File: src/rtl/cfgload_pkg.sv
package cfgload_pkg;

    // Sequence control state of the loader.
    typedef struct packed {
        logic busy;
        logic done;
    } ctrl_t;

endpackage

File: src/rtl/cfgload_addr_sweep.sv
module cfgload_addr_sweep #(
    parameter int ADDR_W = 3
) (
    input  logic              clk,
    input  logic              rst_n,
    input  logic              clear_i,
    input  logic              step_i,
    output logic [ADDR_W-1:0] addr_o,
    output logic              wrap_o
);
    localparam logic [ADDR_W-1:0] LAST_ADDR = {ADDR_W{1'b1}};

    typedef struct packed {
        logic [ADDR_W-1:0] addr;
    } sweep_t;

    sweep_t st_d, st_q;

    always_comb begin
        st_d = st_q;
        if (clear_i) begin
            st_d.addr = '0;
        end else if (step_i) begin
            st_d.addr = st_q.addr + 1'b1;
        end
    end

    always_ff @(posedge clk) begin
        if (!rst_n) begin
            st_q <= '0;
        end else begin
            st_q <= st_d;
        end
    end

    assign addr_o = st_q.addr;
    assign wrap_o = step_i && (st_q.addr == LAST_ADDR);


    addr_hold_chk: assert property (@(posedge clk) disable iff (!rst_n)
        (!step_i && !clear_i) |=> $stable(addr_o));


    addr_step_chk: assert property (@(posedge clk) disable iff (!rst_n)
        (step_i && !clear_i) |=> (addr_o == $past(addr_o) + 1'b1));


    addr_wrap_chk: assert property (@(posedge clk) disable iff (!rst_n)
        wrap_o |=> (addr_o == '0));

endmodule

File: src/rtl/cfgload_token_chain.sv
module cfgload_token_chain #(
    parameter int NUM_TILES = 4
) (
    input  logic                 clk,
    input  logic                 rst_n,
    input  logic                 inject_i,
    input  logic                 shift_i,
    output logic [NUM_TILES-1:0] token_o,
    output logic                 exit_o
);
    logic [NUM_TILES-1:0] tok_d, tok_q;

    // Next value for each link of the chain.
    genvar g;
    generate
        for (g = 0; g < NUM_TILES; g++) begin : g_link
            if (g == 0) begin : g_head
                assign tok_d[g] = inject_i ? 1'b1 :
                                  shift_i  ? 1'b0 : tok_q[g];
            end else begin : g_body
                assign tok_d[g] = inject_i ? 1'b0 :
                                  shift_i  ? tok_q[g-1] : tok_q[g];
            end
        end
    endgenerate

    always_ff @(posedge clk) begin
        if (!rst_n) begin
            tok_q <= '0;
        end else begin
            tok_q <= tok_d;
        end
    end

    assign token_o = tok_q;
    assign exit_o  = shift_i && tok_q[NUM_TILES-1];


    token_onehot0_chk: assert property (@(posedge clk) disable iff (!rst_n)
        $onehot0(token_o));


    token_move_chk: assert property (@(posedge clk) disable iff (!rst_n)
        (shift_i && !inject_i) |=> (token_o == ($past(token_o) << 1)));

endmodule

File: src/rtl/cfgload_top.sv
module cfgload_top #(
    parameter int ADDR_W    = 3,
    parameter int DATA_W    = 8,
    parameter int NUM_TILES = 4
) (
    input  logic                 clk,
    input  logic                 rst_n,
    input  logic                 start_i,
    input  logic                 bs_valid_i,
    input  logic [DATA_W-1:0]    bs_data_i,
    output logic                 bs_ready_o,
    output logic [ADDR_W-1:0]    cfg_addr_o,
    output logic [DATA_W-1:0]    cfg_data_o,
    output logic [NUM_TILES-1:0] cfg_we_o,
    output logic                 busy_o,
    output logic                 done_o
);
    import cfgload_pkg::*;

    ctrl_t ctrl_d, ctrl_q;

    logic                 start_ok;
    logic                 accept;
    logic                 tile_wrap;
    logic                 chain_exit;
    logic [NUM_TILES-1:0] token;

    assign start_ok = start_i && !ctrl_q.busy;
    assign accept   = ctrl_q.busy && bs_valid_i;

    cfgload_addr_sweep #(
        .ADDR_W (ADDR_W)
    ) i_sweep (
        .clk     (clk),
        .rst_n   (rst_n),
        .clear_i (start_ok),
        .step_i  (accept),
        .addr_o  (cfg_addr_o),
        .wrap_o  (tile_wrap)
    );

    cfgload_token_chain #(
        .NUM_TILES (NUM_TILES)
    ) i_chain (
        .clk      (clk),
        .rst_n    (rst_n),
        .inject_i (start_ok),
        .shift_i  (tile_wrap),
        .token_o  (token),
        .exit_o   (chain_exit)
    );

    always_comb begin
        ctrl_d = ctrl_q;
        if (start_ok) begin
            ctrl_d.busy = 1'b1;
            ctrl_d.done = 1'b0;
        end else if (chain_exit) begin
            ctrl_d.busy = 1'b0;
            ctrl_d.done = 1'b1;
        end
    end

    always_ff @(posedge clk) begin
        if (!rst_n) begin
            ctrl_q <= '0;
        end else begin
            ctrl_q <= ctrl_d;
        end
    end

    assign cfg_data_o = bs_data_i;
    assign cfg_we_o   = accept ? token : '0;
    assign bs_ready_o = ctrl_q.busy;
    assign busy_o     = ctrl_q.busy;
    assign done_o     = ctrl_q.done;


    we_onehot0_chk: assert property (@(posedge clk) disable iff (!rst_n)
        $onehot0(cfg_we_o));


    we_live_chk: assert property (@(posedge clk) disable iff (!rst_n)
        (busy_o && bs_valid_i) |-> $onehot(cfg_we_o));


    finish_chk: assert property (@(posedge clk) disable iff (!rst_n)
        (chain_exit && !start_i) |=> (done_o && !busy_o));


    done_hold_chk: assert property (@(posedge clk) disable iff (!rst_n)
        (done_o && !start_i) |=> done_o);


    start_ignored_chk: assert property (@(posedge clk) disable iff (!rst_n)
        (busy_o && start_i && !bs_valid_i) |=> ($stable(token) && $stable(cfg_addr_o)));


    busy_done_excl_chk: assert property (@(posedge clk) disable iff (!rst_n)
        !(busy_o && done_o));

endmodule

File: config.mk
export PLATFORM = sky130hd
export DESIGN_NAME = cfgload_top
export DESIGN_NICKNAME = d
export VERILOG_FILES = /design/src/rtl/cfgload_pkg.sv /design/src/rtl/cfgload_addr_sweep.sv /design/src/rtl/cfgload_token_chain.sv /design/src/rtl/cfgload_top.sv
export SDC_FILE = /design/constraint.sdc
export NUM_CORES = 1
export LEC_CHECK = 0
export CAP_MARGIN = 0
export CORE_MARGIN = 2
export CORE_UTILIZATION = 25
export DETAILED_ROUTE_END_ITERATION = 16
export DONT_BUFFER_PORTS = 1
export PLACE_DENSITY = 0.51
export SLEW_MARGIN = 40
export SYNTH_ARGS = -nofsm -noshare
export SYNTH_HDL_FRONTEND = slang
export SYNTH_SLANG_ARGS = --single-unit
File: constraint.sdc
create_clock -name clk -period 1.2 [get_ports clk]
set_input_delay 0.06 -clock clk [delete_from_list [all_inputs] [get_ports clk]]
set_output_delay 0.06 -clock clk [all_outputs]
set_load 0.005 [all_outputs]
# --- After elaboration in Yosys (flattened, before gate mapping) ---
# Index checks and enable logic that the tools add are counted.
classes:
  addsub: 1
  n_mul: 0
  div_mod_pow: 0
  order_cmp: 0
  eq_ne: 1
  shifts: 0
  n_mux: 5
  bitwise: 1
  reduce_logical: 8
op_table:
  columns: ["op", "count"]
  rows:
  - ["$logic_and 1x1->1", 4]
  - ["$mux 2", 2]
  - ["$mux 4", 1]
  - ["$reduce_bool 2->1", 2]
  - ["$add 3x1->3 const B", 1]
  - ["$eq 3x3->1 const B", 1]
  - ["$mux 1", 2]
  - ["$reduce_or 2->1", 1]
  - ["$logic_not 1->1", 1]
  - ["$not 1->1", 1]
totals:
  register_bits: 9
  latch_bits: 0
  mem_bits_rw: 0
  romBits: 0
  input_bits: 12
  output_inout_bits: 18
  mem_count: 0

# --- Logic depth before layout (Yosys ltp) ---
depth:
  ltp_word: 5
  ltp_mapped: 5
  mapped_depth_nobuf: 5

# --- By module ---
# Synthesis repeated with hierarchy kept, for this count alone.
unflattened:
  cells_unflattened: 48
  area_unflattened_um2: 460.4
modules_own_cells:
  columns: ["module", "instances", "cells_per_inst", "area_per_inst_um2", "seq_area_each_um2"]
  rows:
  - ["cfgload_top", 1, 21, 172.7, 40.0]
  - ["cfgload_token_chain", 1, 14, 148.9, 80.1]
  - ["cfgload_addr_sweep", 1, 13, 138.9, 60.1]

# --- Worst setup path after synthesis ---
# Ideal clock, no wire load.
synth_path:
  path_kind: "flip-flop to flip-flop"
  from: "reg i_sweep.st_q (netlist bit i_sweep.addr_o[0])"
  to: "reg i_chain.tok_q[1] (netlist: i_chain.token_o[1])"
  setup_time_ns: 0.130
  arrival_time_ns: 1.065
  t_required_ns: 1.070
  slack_ns: 0.004
  path_stages_with_launch: 6
  path_cell_list: "dfxtp_1 -> ha_1 -> ha_1 -> nand3_2 -> mux2i_1 -> nor2_1"
synth_between:
  elab_chain_len: 2
synth_rtl:
  columns: ["item", "line_no", "source"]
  rows:
  - ["start, declared", "cfgload_addr_sweep.sv:17", "sweep_t st_d, st_q;"]
  - ["start signal, assigned", "cfgload_addr_sweep.sv:32", "st_q <= st_d;"]
  - ["$eq 3x3->1", "cfgload_addr_sweep.sv:37", "assign wrap_o = step_i && (st_q.addr == LAST_ADDR);"]
  - ["$logic_and 1x1->1", "cfgload_addr_sweep.sv:37", null]
  - ["end signal, assigned", "cfgload_token_chain.sv:31", "tok_q <= tok_d;"]
  - ["end, declared", "cfgload_token_chain.sv:11", "logic [NUM_TILES-1:0] tok_d, tok_q;"]
# No other way between the ends.
# A chain may end at the register's enable or synchronous reset.

# --- Worst setup path after layout ---
layout_path:
  from: "reg i_sweep.st_q (netlist bit i_sweep.addr_o[1])"
  to: "reg i_chain.tok_q[1] (netlist: i_chain.token_o[1])"
# Same word-level chain as after synthesis.

==> results by group <==
Pwr
  – Leakage: approximately 0.23 nW
  – PD cells: 1130 nW/um^2
  – VDD IR max: 0.000508 V

Place
  – Detailed placer's ending HPWL: 621 um
  – Gpl congestion: 0.667
  – Area of placed instances: 449 sq um
  – Number of buffer cells added on primary ports: 0
  – Dpl ws: -0.0122 ns
  – Count of placed standard cells including taps: 71

CTS
  – Clock tree buffer depth: 2
  – Clock tree from TritonCTS: done
  – H-tree levels: 1
  – CTS sink cnt: 9
  – Clk root buf: clkbuf_4
  – Clock insertion delay at the later pin of the skew report: between 0.2 and 0.3 ns
  – CTS Buf Count: 3
  – Clock slew at reported path FFs: approximately 0.060 ns
  – Setup bufs post-CTS: 0

STA
  – Worst slew margin relative to its limit: 66.4%
  – Max-slew violation count: 0
  – Final hold viol count: 0
  – Fin worst setup slack: roughly 0.08 ns
  – Hold_ws: 0.0177 ns
  – Final Cycle Share: 93.4%
  – Slew at the pin with the worst max-slew slack: 0.501 ns
  – Total negative setup slack: 0 ns
  – Total of endpoints with negative setup slack in the final report: 0
  – Clock skew after layout: 0.00224 ns
  – Maximum frequency from static timing analysis: 0.892 GHz
  – RSZ-0062 raised after global routing: true
  – Minimum period implied by the final worst setup slack: 1.12 ns

Global route
  – Overall routing resource usage: roughly 9%
  – Overflow left after global routing: 0
  – Maximum number of pins on one net before global-route repair: 12
  – Global-route wire length before repair: 1.30 mm
  – Antenna violations before repair: 0
  – Via count of the first global-routing pass: 323

Floorplanning
  – Row count: 15
  – Starting density of the core: 26.2%
  – Die Width: 46.3 um
  – Chip Height: 46.3 um
  – Die area: 2150 sq um
  – Area inside the core boundary: about 1700 sq um
  – Number of placed I/O pins: 30

Setup path
  – Number of cells on the worst reg-to-reg path: 5
  – Data required time of the critical path: 1.34 ns
  – CP Data Arrival Time: 1.26 ns
  – Critical path fanouts, max: 4
  – Critical path startpoint category: register
  – Kind of end point of the critical path: register
  – Category of the critical setup timing path: reg2reg

Yosys
  – Post-Syn Area: 448 sq um
  – Synth Warn #: 0
  – Synthesized area per cell: 8.96 sq um
  – Flip-flop and latch count after synthesis: 9
  – Cells after Synth: 50
  – Part of the Yosys area used for sequential elements: 40.2%
  – Distinct cells, synth: 16
  – Syn Nets: 64

Run
  – Maximum Capacitance Violations: 0

Min path
  – Min-Delay Path Depth: 3
  – Hold crit path type: in2reg

Route
  – Drt drc: 0
  – Number of optimization iterations in the first detailed-route pass: 2
  – Remaining antenna violation count after routing: 0
  – Via Count: ~330
  – Final wirelength: 841 um
  – Via-to-Cell Ratio: between 4 and 5
  – DR WL/cell: around 11 um
  – Number of DRC markers in iteration 0: 2

Layout
  – Synthesis-to-layout area growth: 18.4%
  – Share of final-layout standard cells stronger than drive strength 1: 34.6%
  – Post-Layout Cell Count: 77
  – Antenna diodes: 0
  – Number of nets in the layout: 67
  – Final Instance Area: 531 sq um

Outcome
  – Result of the run: finished clean
-- stage by stage --
stage	power (mW)	util [%]
5_1_grt	0.622	31.1
2_1_floorplan	0.367	-
3_3_place_gp	0.356	26.3
6_report	0.601	31.1
3_5_place_dp	0.356	26.3
4_1_cts	0.604	29.2
-- power breakdown --
group          internal (mW)  total (mW)  switching [mW]
registers              0.307       0.318          0.0112
logic                 0.0210      0.0398          0.0187
clock network          0.129       0.243           0.114
-- state kept, by name, indices dropped and copies added, names as in the netlist --
signal           count
i_chain.token_o      4
i_sweep.addr_o       3
bs_ready_o           1
done_o               1
-- cell usage after synthesis --
cell,n,area (sq um)
nand3_2,1,10.0
nand3_1,1,5.00
buf_4,9,67.6
nand2_1,6,22.5
ha_1,2,25.0
inv_1,1,3.75
and2_4,1,8.76
and3_2,4,30.0
xnor2_1,1,8.76
dfxtp_1,9,180
a21oi_1,4,20.0
o21ai_0,1,5.00
nand3b_1,1,7.51
nor2_1,5,18.8
mux2i_1,3,30.0
o21ai_1,1,5.00
-- cells by family after synthesis --
family | Yosys count | synth area share (%)
xor gates and xnor gates | 1 | 1.96
adders and majority gates | 2 | 5.59
muxes | 3 | 6.70
buffers and inverters | 10 | 15.9
AOI/OAI and AO/OA | 6 | 6.70
DFF | 9 | 40.2
and+or+nand+nor | 19 | 22.9
-- cells in the final DEF (no fill, tap or decap), drive strengths merged --
master       instances
nand3                2
buf                  5
dfxtp                9
nand2                6
clkbuf               4
nand3b               1
o21ai                2
nor2                 5
inv                  1
a21oi                4
xnor2                1
and3                 4
ha                   2
dlygate4sd3          2
and2                 1
mux2i                3
-- per-layer routing --
layer | routed length, um | global-route usage (%) | share of wire [%] | vias to the layer above
met2 | 381 | 12.8 | 45 | 10
met3 | 78 | 3.53 | 9.3 | 7
met1 | 338 | 9.41 | 40 | 146
met5 | 0 | 0 | 0 | -
met4 | 43 | 9.71 | 5.1 | 0
li1 | - | - | - | 163
-- critical path, cell delays in order (launching register included) --
cell	delay, ns
dfxtp_1	0.33
ha_4	0.17
ha_4	0.16
nand3_4	0.10
mux2i_1	0.19
nor2_1	0.05
-- worst paths after layout --
path | startpoint | to | slack [ns]
setup reg to reg | i_sweep.addr_o[1] | i_chain.token_o[1] | 0.08
hold reg to reg | i_chain.token_o[0] | i_chain.token_o[0] | 0.48
setup / recovery | i_sweep.addr_o[1] | i_chain.token_o[1] | 0.08
hold / removal | bs_valid_i | i_sweep.addr_o[1] | 0.02
-- area by class of cell --
type | instances | area, sq um
timing repair buffer | 7 | 57.6
sequential | 9 | 183
tap | 25 | 31.3
fill | 184 | 1180
inverter | 1 | 3.75
multi-input combinational | 31 | 229
clock buffer | 4 | 26.3
-- timing repair --
| action | CTS | global route |
|---|---|---|
| endpoints found under the hold margin | 2 | 0 |
| hold buffers | 2 | 0 |
| pin swaps | 1 | 0 |
| setup endpoints to repair | 3 | 4 |
| gates resized for setup | 1 | 6 |
No activity file was read; power rests on OpenSTA's default activity.
